--- config.mk ---
export PLATFORM = sky130hd
export DESIGN_NAME = gpio_pol_port
export DESIGN_NICKNAME = d
export VERILOG_FILES = /design/src/rtl/gpio_pol_pkg.sv /design/src/rtl/gpio_pol_sync.sv /design/src/rtl/gpio_pol_ctrl.sv /design/src/rtl/gpio_pol_dp.sv /design/src/rtl/gpio_pol_port.sv
export SDC_FILE = /design/constraint.sdc
export NUM_CORES = 1
export LEC_CHECK = 0
export ABC_AREA = 1
export BUFFER_PORTS_ARGS = -buffer_cell sky130_fd_sc_hd__buf_2
export CELL_PAD_IN_SITES_DETAIL_PLACEMENT = 2
export CELL_PAD_IN_SITES_GLOBAL_PLACEMENT = 2
export CORE_MARGIN = 8
export CORE_UTILIZATION = 34
export DETAILED_ROUTE_END_ITERATION = 8
export PLACE_DENSITY_LB_ADDON = 0.2
export SYNTH_ARGS = -nofsm -noshare
export SYNTH_HDL_FRONTEND = slang
export SYNTH_SLANG_ARGS = --single-unit
--- constraint.sdc ---
create_clock -name clk -period 3 [get_ports clk]
set_input_delay 0.45 -clock clk [delete_from_list [all_inputs] [get_ports clk]]
set_output_delay 0.45 -clock clk [all_outputs]
set_load 0.05 [all_outputs]
--- src/rtl/gpio_pol_pkg.sv ---
package gpio_pol_pkg;

  // Byte offsets of the port registers
  localparam int OFF_DATA  = 32'h04;
  localparam int OFF_DIR   = 32'h08;
  localparam int OFF_SENSE = 32'h0C;
  localparam int OFF_POL   = 32'h10;

  // Write strobes from the decoder to the register datapath
  typedef struct packed {
    logic wrData;
    logic wrDir;
    logic wrSense;
    logic wrPol;
  } regStrobe_t;

  typedef enum logic [2:0] {
    SEL_NONE,
    SEL_DATA,
    SEL_DIR,
    SEL_SENSE,
    SEL_POL
  } rdSel_e;

endpackage

--- src/rtl/gpio_pol_sync.sv ---
module gpio_pol_sync #(
  parameter int WIDTH  = 16,
  parameter int STAGES = 2
) (
  input  logic             clk,
  input  logic             rstN,
  input  logic [WIDTH-1:0] async_i,
  output logic [WIDTH-1:0] sync_o
);

  logic [WIDTH-1:0] stage [STAGES];

  generate
    for (genvar s = 0; s < STAGES; s++) begin : g_stage
      if (s == 0) begin : g_first
        always_ff @(posedge clk or negedge rstN) begin
          if (!rstN) stage[0] <= '0;
          else       stage[0] <= async_i;
        end
      end else begin : g_next
        always_ff @(posedge clk or negedge rstN) begin
          if (!rstN) stage[s] <= '0;
          else       stage[s] <= stage[s-1];
        end
      end
    end
  endgenerate

  assign sync_o = stage[STAGES-1];

endmodule

--- src/rtl/gpio_pol_ctrl.sv ---
module gpio_pol_ctrl
  import gpio_pol_pkg::*;
#(
  parameter int ADDR_W = 8
) (
  input  logic              wrEn,
  input  logic [ADDR_W-1:0] addr,
  output regStrobe_t        strb,
  output rdSel_e            rdSel
);

  always_comb begin
    strb  = '0;
    rdSel = SEL_NONE;
    case (32'(addr))
      OFF_DATA: begin
        rdSel       = SEL_DATA;
        strb.wrData = wrEn;
      end
      OFF_DIR: begin
        rdSel      = SEL_DIR;
        strb.wrDir = wrEn;
      end
      OFF_SENSE: begin
        rdSel        = SEL_SENSE;
        strb.wrSense = wrEn;
      end
      OFF_POL: begin
        rdSel      = SEL_POL;
        strb.wrPol = wrEn;
      end
      default: begin
        rdSel = SEL_NONE;
      end
    endcase
  end

endmodule

--- src/rtl/gpio_pol_dp.sv ---
module gpio_pol_dp
  import gpio_pol_pkg::*;
#(
  parameter int NUM_PINS    = 16,
  parameter int REG_W       = 32,
  parameter int SYNC_STAGES = 2
) (
  input  logic                clk,
  input  logic                rstN,
  input  regStrobe_t          strb,
  input  rdSel_e              rdSel,
  input  logic [REG_W-1:0]    wrData,
  input  logic [NUM_PINS-1:0] pinsIn,
  output logic [REG_W-1:0]    rdData,
  output logic [NUM_PINS-1:0] padOut,
  output logic [NUM_PINS-1:0] padOe,
  output logic [NUM_PINS-1:0] dirQ,
  output logic [NUM_PINS-1:0] senseQ,
  output logic [NUM_PINS-1:0] polQ
);

  logic [NUM_PINS-1:0] dataQ;
  logic [NUM_PINS-1:0] wrLow;
  logic [NUM_PINS-1:0] pinsSync;
  logic [NUM_PINS-1:0] pinLevel;   // input after polarity correction
  logic [NUM_PINS-1:0] drvLevel;   // output after polarity correction
  logic [NUM_PINS-1:0] dataView;

  assign wrLow = wrData[NUM_PINS-1:0];

  // Upper write bits are reserved and dropped
  generate
    if (REG_W > NUM_PINS) begin : g_resv
      logic resvUnused;
      assign resvUnused = ^wrData[REG_W-1:NUM_PINS];
    end
  endgenerate

  // Configuration registers
  always_ff @(posedge clk or negedge rstN) begin
    if (!rstN) begin
      dataQ  <= '0;
      dirQ   <= '0;
      senseQ <= '0;
      polQ   <= '0;
    end else begin
      if (strb.wrData)  dataQ  <= wrLow;
      if (strb.wrDir)   dirQ   <= wrLow;
      if (strb.wrSense) senseQ <= wrLow;
      if (strb.wrPol)   polQ   <= wrLow;
    end
  end

  gpio_pol_sync #(
    .WIDTH  (NUM_PINS),
    .STAGES (SYNC_STAGES)
  ) sync_i (
    .clk     (clk),
    .rstN    (rstN),
    .async_i (pinsIn),
    .sync_o  (pinsSync)
  );

  // Polarity 1 passes through, polarity 0 inverts
  assign pinLevel = pinsSync ^ ~polQ;
  assign drvLevel = dataQ ^ ~polQ;

  // Per-pin pad drive
  generate
    for (genvar i = 0; i < NUM_PINS; i++) begin : g_pad
      logic oeBit;
      logic outBit;
      always_comb begin
        case ({dirQ[i], senseQ[i]})
          2'b10: begin          // push-pull output
            oeBit  = 1'b1;
            outBit = drvLevel[i];
          end
          2'b11: begin          // open-drain output: only pulls low
            oeBit  = ~drvLevel[i];
            outBit = 1'b0;
          end
          default: begin        // input pin
            oeBit  = 1'b0;
            outBit = 1'b0;
          end
        endcase
      end
      assign padOe[i]  = oeBit;
      assign padOut[i] = outBit;
      assign dataView[i] = dirQ[i] ? dataQ[i] : pinLevel[i];
    end
  endgenerate

  // Read mux
  always_comb begin
    rdData = '0;
    case (rdSel)
      SEL_DATA:  rdData[NUM_PINS-1:0] = dataView;
      SEL_DIR:   rdData[NUM_PINS-1:0] = dirQ;
      SEL_SENSE: rdData[NUM_PINS-1:0] = senseQ;
      SEL_POL:   rdData[NUM_PINS-1:0] = polQ;
      default:   rdData = '0;
    endcase
  end

endmodule

--- src/rtl/gpio_pol_port.sv ---
module gpio_pol_port
  import gpio_pol_pkg::*;
#(
  parameter int NUM_PINS    = 16,
  parameter int REG_W       = 32,
  parameter int ADDR_W      = 8,
  parameter int SYNC_STAGES = 2
) (
  input  logic                clk,
  input  logic                rstN,
  input  logic                wrEn,
  input  logic [ADDR_W-1:0]   addr,
  input  logic [REG_W-1:0]    wrData,
  output logic [REG_W-1:0]    rdData,
  input  logic [NUM_PINS-1:0] pinsIn,
  output logic [NUM_PINS-1:0] padOut,
  output logic [NUM_PINS-1:0] padOe
);

  regStrobe_t          strb;
  rdSel_e              rdSel;
  logic [NUM_PINS-1:0] dirQ;
  logic [NUM_PINS-1:0] senseQ;
  logic [NUM_PINS-1:0] polQ;

  gpio_pol_ctrl #(
    .ADDR_W (ADDR_W)
  ) ctrl_i (
    .wrEn  (wrEn),
    .addr  (addr),
    .strb  (strb),
    .rdSel (rdSel)
  );

  gpio_pol_dp #(
    .NUM_PINS    (NUM_PINS),
    .REG_W       (REG_W),
    .SYNC_STAGES (SYNC_STAGES)
  ) dp_i (
    .clk    (clk),
    .rstN   (rstN),
    .strb   (strb),
    .rdSel  (rdSel),
    .wrData (wrData),
    .pinsIn (pinsIn),
    .rdData (rdData),
    .padOut (padOut),
    .padOe  (padOe),
    .dirQ   (dirQ),
    .senseQ (senseQ),
    .polQ   (polQ)
  );

endmodule

# After elaboration in Yosys (flattened, before gate mapping)
# Cells that the tools add are included.
word_totals:
  output_inout_bits: 64
  rom_bits: 0
  wordCells: 119
  regBits: 96
  memories: 0
  latchBits: 0
  inputBits: 59
  ram_bits: 0
op_classes:
  addsub: 0
  bitwise: 19
  multipliers: 0
  magnitude_cmp: 0
  mux: 54
  shifts: 0
  eq_ne: 40
  div_mod_pow: 0
  n_reduce_logical: 0
op_table:
  columns: ["op", "count"]
  rows:
  - ["2-bit == test, second input constant", 32]
  - ["16-bit case mux with 4 select lines", 1]
  - ["1-bit 2-to-1 mux", 36]
  - ["1-bit case mux with 2 select lines", 16]
  - ["16-bit bitwise XOR", 2]
  - ["8-bit by 4-bit == test with 1-bit output, second input constant", 2]
  - ["1-bit NOT", 16]
  - ["16-bit NOT", 1]
  - ["3-bit case mux with 4 select lines", 1]
  - ["8-bit by 3-bit == test with 1-bit output, second input constant", 1]
  - ["8-bit by 5-bit == test with 1-bit output, second input constant", 1]
  - ["3-bit by 2-bit == test with 1-bit output, second input constant", 2]
  - ["3-bit by 1-bit == test with 1-bit output, second input constant", 1]
  - ["3-bit == test, second input constant", 1]

# Longest topological paths before layout
# Gate-level depths: netlist (run 1).
logic_depth:
  depth_word: 4
  ltp_mapped: 8
  mapped_depth_nobuf: 7

# Modules after synthesis
# Synthesis (run 1) repeated with hierarchy kept, for this count alone.
unflattened:
  cells_unflattened: 669
  hier_area_um2: 5124.9
modules_own_cells:
  columns: ["mod", "cells_each", "area_per_inst_um2", "instances", "seq_area_each_um2"]
  rows:
  - ["gpio_pol_dp", 587, 4053.9, 1, 1601.5]
  - ["gpio_pol_sync", 48, 920.9, 1, 800.8]
  - ["gpio_pol_ctrl", 34, 150.1, 1, 0.0]

# Worst setup path after synthesis (run 1)
# Ideal clock, no wire load.
synth_timing:
  kind: "input port to output port"
  start: "in addr[1]"
  end: "out rdData[15]"
  cell_stages: 6
  t_arrival_ns: 1.467
  n_path_buf: 1
  setup_slack_ns: 1.083
  cell_sequence: "nor2_1 nand2_2 nor2_4 buf_4 nand2_1 nand4_1"
synth_between:
  elab_chain_cells: 4
synth_rtl:
  columns: ["item", "line_no", "rtl"]
  rows:
  - ["start, declared", "gpio_pol_port.sv:12", "input logic [ADDR_W-1:0] addr,"]
  - ["8-bit by 5-bit == test with 1-bit output, or another cell as far along", "gpio_pol_ctrl.sv:15", "case (32'(addr))"]
  - ["3-bit case mux with 4 select lines *", "gpio_pol_ctrl.sv:15", null]
  - ["3-bit == test, or another cell as far along", "gpio_pol_dp.sv:98", "case (rdSel)"]
  - ["16-bit case mux with 4 select lines *", "gpio_pol_dp.sv:98", null]
  - ["end, declared", "gpio_pol_port.sv:14", "output logic [REG_W-1:0] rdData,"]
# Every way passes the cells marked *; elsewhere a longest branch is shown, timed or not.

# Worst setup path in the final report (run 1)
layout_timing:
  start: "in addr[0]"
  end: "out rdData[10]"
# Same word-level chain as after synthesis.

==> results of run 1 <==
## area by class of cell
| class | count | area (sq um) |
|---|---|---|
| clock inverters | 4 | 55.1 |
| repair buffers | 99 | 520 |
| multi-input cells | 394 | 2060 |
| fillers | 1743 | 9300 |
| clock buffers | 11 | 243 |
| well taps | 188 | 235 |
| flip-flops and latches | 96 | 2400 |
| inverters | 74 | 280 |
## state kept, by name, indices dropped and copies added, names as in the netlist
register,count
dp_i.sync_i.sync_o,16
dp_i.senseQ,16
dp_i.sync_i.stage,16
dp_i.polQ,16
dp_i.dirQ,16
dp_i.dataQ,16
## where the power goes
part	total, mW	switching (mW)	internal (mW)
clock network	1.17	0.502	0.668
registers	1.45	0.0738	1.37
logic	0.544	0.405	0.140
total	3.16	0.981	2.18
## kinds of logic (layout without fill, tap and decap cells)
| group | after synthesis | count (layout) |
|---|---|---|
| AOI/OAI and AO/OA | 80 | 80 |
| buffers and inverters | 142 | 188 |
| xor gates and xnor gates | 16 | 16 |
| DFF | 96 | 96 |
| other | 1 | 16 |
| and+or+nand+nor | 282 | 282 |
## cells in the mapped netlist (5+ instances only)
master,instances,share of area (%)
xor2_1,16,2.7
nor3_1,16,1.5
nand2_2,5,0.60
buf_2,10,0.96
nand4_1,16,1.9
nand3_1,66,6.3
buf_6,8,1.7
buf_4,49,7.1
o21ai_1,16,1.5
o21ai_2,43,7.2
o21ai_0,21,2.0
nor2_1,7,0.50
nand2_1,163,12
dfrtp_1,96,46
inv_1,71,5.1
## stage by stage
stage | setup slack, ns | hold WS, ns
global placement | 0.701 | 0.332
floorplan | 1.08 | 0.154
detailed placement | 0.697 | 0.337
finish | 0.731 | 0.199
CTS | 0.693 | 0.185
global route | 0.675 | 0.181
## routing by layer
| layer | up-vias | wire [microns] | GRT usage [%] |
|---|---|---|---|
| met3 | 8 | 553 | 4.31 |
| li1 | 2019 | - | - |
| met1 | 2166 | 6790 | 19.2 |
| met4 | 0 | 124 | 3.37 |
| met2 | 67 | 8290 | 30.9 |
| met5 | - | 0 | 0 |
## worst max-delay path by stage
| stage | start | to | slack (ns) | cells after the start |
|---|---|---|---|---|
| after floorplan | addr[1] | rdData[15] | 1.08 | 6 |
| after CTS | addr[1] | rdData[10] | 0.69 | 8 |
| after detailed placement | addr[1] | rdData[11] | 0.70 | 8 |
| after global placement | addr[0] | rdData[10] | 0.70 | 8 |
| after global routing | addr[1] | rdData[8] | 0.68 | 8 |
| final | addr[0] | rdData[10] | 0.73 | 8 |
==> implementation parameters, run 1 <==
Parameter                              Value

Synthesis
  Compound-gate portion of the synthesized area ... 10.8%
  Largest family of logic cells by synthesized area ... simple AND/OR/NAND/NOR gates
  Register bit total from synthesis ... 96
  Xor-xnor portion of the synthesized cell area ... 2.69%
  Arithmetic-cell share of the synthesized area counting full adders, half adders and majority gates ... 0%
  Number of synthesized flops with an enable pin ... 0
  Post-Synthesis Cell Area ... 0.00520 sq mm
  Portion of netlist area occupied by mux cells ... 0%
  Post-Synthesis Cells ... 617
  Proportion of synthesized flip-flops having asynchronous set or reset ... 100%
  Number of warnings printed during yosys synthesis ... 0
  Simple-gate share of the synthesized area ... 24.9%
  Average footprint of a synthesized cell ... 8.44 sq um
  Number of unique standard cell types used by synthesis ... 23
  Post-synthesis sequential area ratio ... 46.2%
  Top_reg_cell synth ... dfrtp_1

Setup path
  Combined buffer and inverter count along the critical path ... 4
  CP Cell Sequence ... buf_2, inv_1, nand2_1, nor2_2, buf_4, nand3_1, nand4_1, buf_2
  Reg-to-Reg End ... dp_i.dirQ[15]
  Largest stage delay, worst path ... 0.37 ns
  Data required time at the worst endpoint ... 2.55 ns
  Critical path endpoint category ... output port
  Reg-to-reg startpoint ... dp_i.dirQ[15]
  Worst Reg-to-Reg Cells ... 2
  Crit path launch type ... input pin
  Highest fanout seen on the critical path ... 7
  Cell family with most CP delay ... buffers and inverters
  Arr. time, crit path ... 1.82 ns
  Most numerous cell on the critical path ... buf_2
  Worst Path Class, Setup ... in -> out
  Reg-to-reg slack, setup ... 2.22 ns
  Critical-path cell with the highest stage delay ... nor2_2

Global route
  First-pass GRT wire length ... 26.0 mm
  Largest net degree at the start of global routing ... 83
  Overall overflow remaining after global route ... 0
  Global-route usage over all layers ... 16.8%
  Number of antenna violations at the first check in global routing ... 0
  Vias in the first global route ... 4,832

STA
  Hold violation count in the final report ... 0
  Minimum clock period ... 2.27 ns
  Number of setup violations in the final report ... 0
  RSZ-0062 raised after global routing ... no
  Final Max Tran Viols ... 0
  Worst slew pin tran ... 1.10 ns
  Max-slew headroom at the worst pin ... 26.5%
  Highest Clock Rate ... 441 MHz
  Setup TNS ... 0 ns
  Worst clock skew on the final layout ... 0.00430 ns
  Share of the clock period used by the worst path after layout ... 75.6%

Floorplanning
  I/O pin total ... 123
  Die extent in x ... 140 microns
  Core ar. ... 0.0151 sq mm
  Die ar. ... 0.0195 sq mm
  Floorplan row count ... 45
  Die outline height ... 140 microns
  Initial Util ... 34.5%

Clock tree
  Insertion delay to the later sink of the worst-skew pair ... 0.35 ns
  Number of buffers on the longest clock path ... 2
  Clock tree from TritonCTS ... built
  # Post-CTS Setup Buffers ... 0
  Number of gates resized after CTS ... 0
  CTS H-tree lvls ... 3
  Clock transition at the register clock pins on the worst setup and hold paths after CTS ... 0.07 ns
  Number of buffers inserted for hold repair after clock tree synthesis ... 0
  TritonCTS buffer count ... 9
  Clk root buf ... clkbuf_16
  TritonCTS Sinks ... 96

Placed design
  Post-detail-place hpwl ... 11.0 mm
  Area after detailed placement ... 0.00549 sq mm
  Global placer's final weighted congestion ... 0.803
  Number of placed instances, taps included ... 851
  Number of buffers added on ports ... 90

Hold path
  Cell count of the worst hold path ... 1
  Class of the worst hold path ... in -> reg
  Launch point of the worst hold path ... pinsIn[0]
  Terminating pin of the worst hold path ... dp_i.sync_i.stage[16]

Final layout
  Number of diodes ... 0
  Utilization after layout ... 38.4%
  Final cell area excluding filler cells ... 0.00579 sq mm
  Fraction of layout instances using a drive strength above 1 ... 25.5%
  Non-filler instance count after layout ... 866
  Nets ... 733
  Most frequent cells in the layout ... 163 x nand2_1, 96 x dfrtp_1, 89 x buf_2
  Layout overhead on the synthesized area ... 11.3%
  Leading cell type in the layout, fill and taps excluded ... nand2_1

Power
  Pwr/cell area ... 546 mW/mm^2
  Worst supply voltage drop on vdd ... 0.267 mV
  Leakage power ... 3.05 nW
  Total power after layout ... 3.16 mW

Job
  Reported max-cap violation count ... 0

Routing
  Number of antenna-violating nets in the routed design ... 0
  Total routed wirelength ... 15.8 mm
  Detailed-router iteration count before antenna repair ... 4
  Wirelength per Cell ... 18.2 microns
  Detailed-route via count ... 4,260
  DRC violation count after routing ... 0
  DRC marker count from the first detailed-route iteration ... 144
  Vias per Instance ... 4.92

Run status
  Result of the run ... finished, final reports clean
Power figures use the tool's default switching activity.
==> inputs of run 2 (changes only) <==
--- a/config.mk
+++ b/config.mk
@@ -5,12 +5,12 @@
 export SDC_FILE = /design/constraint.sdc
 export NUM_CORES = 1
 export LEC_CHECK = 0
-export ABC_AREA = 1
+export ABC_AREA = 0
 export BUFFER_PORTS_ARGS = -buffer_cell sky130_fd_sc_hd__buf_2
 export CELL_PAD_IN_SITES_DETAIL_PLACEMENT = 2
 export CELL_PAD_IN_SITES_GLOBAL_PLACEMENT = 2
 export CORE_MARGIN = 8
-export CORE_UTILIZATION = 34
+export CORE_UTILIZATION = 31
 export DETAILED_ROUTE_END_ITERATION = 8
 export PLACE_DENSITY_LB_ADDON = 0.2
 export SYNTH_ARGS = -nofsm -noshare
==> constraint.sdc (replaced) <==
create_clock -name clk -period 1.9 [get_ports clk]
set_input_delay 0.285 -clock clk [delete_from_list [all_inputs] [get_ports clk]]
set_output_delay 0.285 -clock clk [all_outputs]
set_load 0.05 [all_outputs]
==> run 2 against run 1 <==
The run now ends with negative setup slack left. Utilization increased by 2.2 points. Wire length decreased by 16%. Sequential power increased by 54%. Count of clock-buffer cells in the layout increased by 2. Die area increased by 0.42%. Register-to-register slack got worse by 1.2 ns. Setup slack got worse by 1.0 ns. Total power increased by 47%. Global-route usage decreased by 3.0 points. Critical path depth increased by 1. Synthesized area decreased by 8.4%. Final area increased by 6.1%. Critical path type unchanged. Critical endpoint is now rdData[3]. Largest cell class unchanged. Highest routed layer unchanged.
==> implementation parameters, run 2 <==
Parameter                              Value

Hold path
  Terminating pin of the worst hold path ... dp_i.sync_i.stage[17]
  Cell count of the worst hold path ... 1
  Launch point of the worst hold path ... pinsIn[1]
  Class of the worst hold path ... in -> reg

Floorplanning
  Core ar. ... 0.0151 sq mm
  Die ar. ... 0.0196 sq mm
  Die outline height ... 140 microns
  Floorplan row count ... 45
  Initial Util ... 31.5%
  Die extent in x ... 140 microns
  I/O pin total ... 123

Placed design
  Post-detail-place hpwl ... 9.31 mm
  Number of buffers added on ports ... 90
  Post-Place Worst Slack ... -0.402 ns
  Global placer's final weighted congestion ... 0.728

Setup path
  Arr. time, crit path ... 1.90 ns
  Reg-to-reg startpoint ... dp_i.polQ[8]
  Critical path endpoint category ... output port
  Crit path launch type ... input pin
  Highest fanout seen on the critical path ... 8
  Worst Reg-to-Reg Cells ... 1
  Reg-to-Reg End ... dp_i.polQ[8]
  First element of the critical path ... addr[0]
  Data required time at the worst endpoint ... 1.62 ns
  Worst Path Class, Setup ... in -> out
  Reg-to-reg slack, setup ... 1.04 ns

Synthesis
  Number of unique standard cell types used by synthesis ... 37
  Number of synthesized flops with an enable pin ... 0
  Cell type with the highest aggregate area in the netlist ... dfrtp_1
  Most used standard cells in the synthesized netlist ... 96 x dfrtp_1, 64 x mux2_2, 49 x buf_4, 24 x o21ai_0
  Register bit total from synthesis ... 96
  Post-Synthesis Cell Area ... 0.00477 sq mm
  Average footprint of a synthesized cell ... 12.5 sq um
  Proportion of synthesized flip-flops having asynchronous set or reset ... 100%
  Number of warnings printed during yosys synthesis ... 0
  Dominant cell by count in the synthesized netlist ... dfrtp_1
  Post-synthesis sequential area ratio ... 50.4%
  Synth area leaders ... dfrtp_1 50%, mux2_2 15%, buf_4 7.7%
  Area share of the largest cell type after synthesis ... 50.4%
  Top_reg_cell synth ... dfrtp_1
  Post-Synthesis Cells ... 381

Final layout
  Leading cell type in the layout, fill and taps excluded ... dfrtp_1
  Fraction of layout instances using a drive strength above 1 ... 50.2%
  Nets ... 536
  Most frequent cells in the layout ... 95 x dfrtp_1, 71 x buf_2, 64 x mux2_2
  Layout overhead on the synthesized area ... 28.8%
  Utilization after layout ... 40.6%
  Number of diodes ... 0

Routing
  Wirelength per Cell ... 19.7 microns
  Detailed-router iteration count before antenna repair ... 3
  Highest metal layer with signal wires ... met4
  Detailed-route via count ... 3,186
  Number of antenna-violating nets in the routed design ... 0
  Routed length on met1 ... 5.42 mm
  Met2 routed WL ... 7.19 mm
  Total routed wirelength ... 13.2 mm
  Vias per Instance ... 4.76
  Detailed route wirelength on metal3 ... 412 microns
  DRC violation count after routing ... 0
  DRC marker count from the first detailed-route iteration ... 87

Clock tree
  Insertion delay to the later sink of the worst-skew pair ... 0.35 ns
  Number of buffers on the longest clock path ... 2
  CTS H-tree lvls ... 3
  Clk root buf ... clkbuf_16
  TritonCTS Sinks ... 96
  Clock tree from TritonCTS ... built
  Clock transition at the register clock pins on the worst setup and hold paths after CTS ... 0.07 ns
  TritonCTS buffer count ... 9

Run status
  Violations in the final reports ... negative setup slack
  Result of the run ... finished with violations

Job
  Reported max-cap violation count ... 0

STA
  Worst clock skew on the final layout ... 0.00380 ns
  Share of the clock period used by the worst path after layout ... 115%
  Minimum clock period ... 2.18 ns
  Final Max Tran Viols ... 0
  Number of setup violations in the final report ... 32
  Hold violation count in the final report ... 0
  Fin worst setup slack ... -0.282 ns
  RSZ-0062 raised after global routing ... yes
  Highest Clock Rate ... 458 MHz

Global route
  Number of antenna violations at the first check in global routing ... 0
  First-pass GRT wire length ... 21.1 mm
  Largest net degree at the start of global routing ... 43
  Global-route usage over all layers ... 13.8%
  Overall overflow remaining after global route ... 0
  Vias in the first global route ... 3,808

Power
  Pwr/cell area ... 756 mW/mm^2
  Worst supply voltage drop on vdd ... 0.365 mV
  Total power after layout ... 4.64 mW
  Leakage power ... 2.99 nW
[run 2: cell count changes in the layout (fill, tap and decap cells not counted), moves of 16 or more]
cell,previous run,this run
and3b_1,0,16
buf_2,89,71
nand2_1,163,15
mux2_2,0,64
nand3_1,66,1
o21ai_2,43,2
xnor2_1,0,16
inv_1,71,0
o21ai_1,16,0
buf_4,10,27
[run 2: layer usage]
metal / GRT usage, % / vias up
met2: 25.0 / 52
met3: 2.75 / 11
met5: 0 / -
met1: 15.7 / 1636
li1: - / 1487
met4: 4.97 / 0
[run 2: power breakdown]
part           internal [mW]  leakage (nW)  switching (mW)  total, mW
registers               2.14          1.25          0.0946       2.24
clock network           1.00         0.138           0.783       1.78
logic                  0.225          1.60           0.398      0.622
total                   3.37          2.99            1.28       4.64
[run 2: worst max-delay path by stage]
stage                  to  slack (ns)
2_1_floorplan  rdData[13]       -0.08
3_3_place_gp    rdData[8]       -0.35
3_5_place_dp    rdData[7]       -0.40
4_1_cts         rdData[8]       -0.27
5_1_grt        rdData[13]       -0.32
6_report        rdData[3]       -0.28
[run 2: per-stage QoR]
stage | setup TNS, ns | cells | hold slack, ns | area, sq um
2_1_floorplan | -0.699 | 396 | -0.0106 | 4970
3_3_place_gp | -9.21 | 645 | 0.191 | 5560
3_5_place_dp | -10.63 | 645 | 0.188 | 5560
4_1_cts | -3.85 | 666 | 0.0260 | 6050
5_1_grt | -5.98 | 670 | 0.0272 | 6140
6_report | -4.10 | 670 | 0.0386 | 6140
[run 2: final cells by class]
type | count | area [sq um]
multi-input cells | 242 | 2200
clock inverters | 3 | 23.8
clock buffers | 13 | 270
repair buffers | 128 | 1010
fillers | 1531 | 9000
flip-flops and latches | 96 | 2400
well taps | 188 | 235
[run 2: timing repair]
item	4_1_cts	5_1_grt
gates cloned	1	1
setup buffers	3	4
gates resized for setup	40	13
hold buffers	1	0
setup endpoints to repair	16	49
hold endpoints to repair	17	0
pin swaps	3	7
[run 2: kinds of logic after synthesis]
kind of cell,Yosys count,synth area share (%)
AOI/OAI and AO/OA,62,8.53
xor gates and xnor gates,31,5.69
buffers and inverters,58,8.87
DFF,96,50.4
muxes,77,17.8
other,1,0.0786
and+or+nand+nor,56,8.61
[run 2: worst max-delay path, cell delays in order]
cell and delay, ns:
buf_6 0.10, or4_4 0.57, buf_12 0.15, nor3_4 0.13, buf_6 0.16, buf_12 0.15, a22oi_1 0.11, o21ai_4 0.09
buf_8 0.16
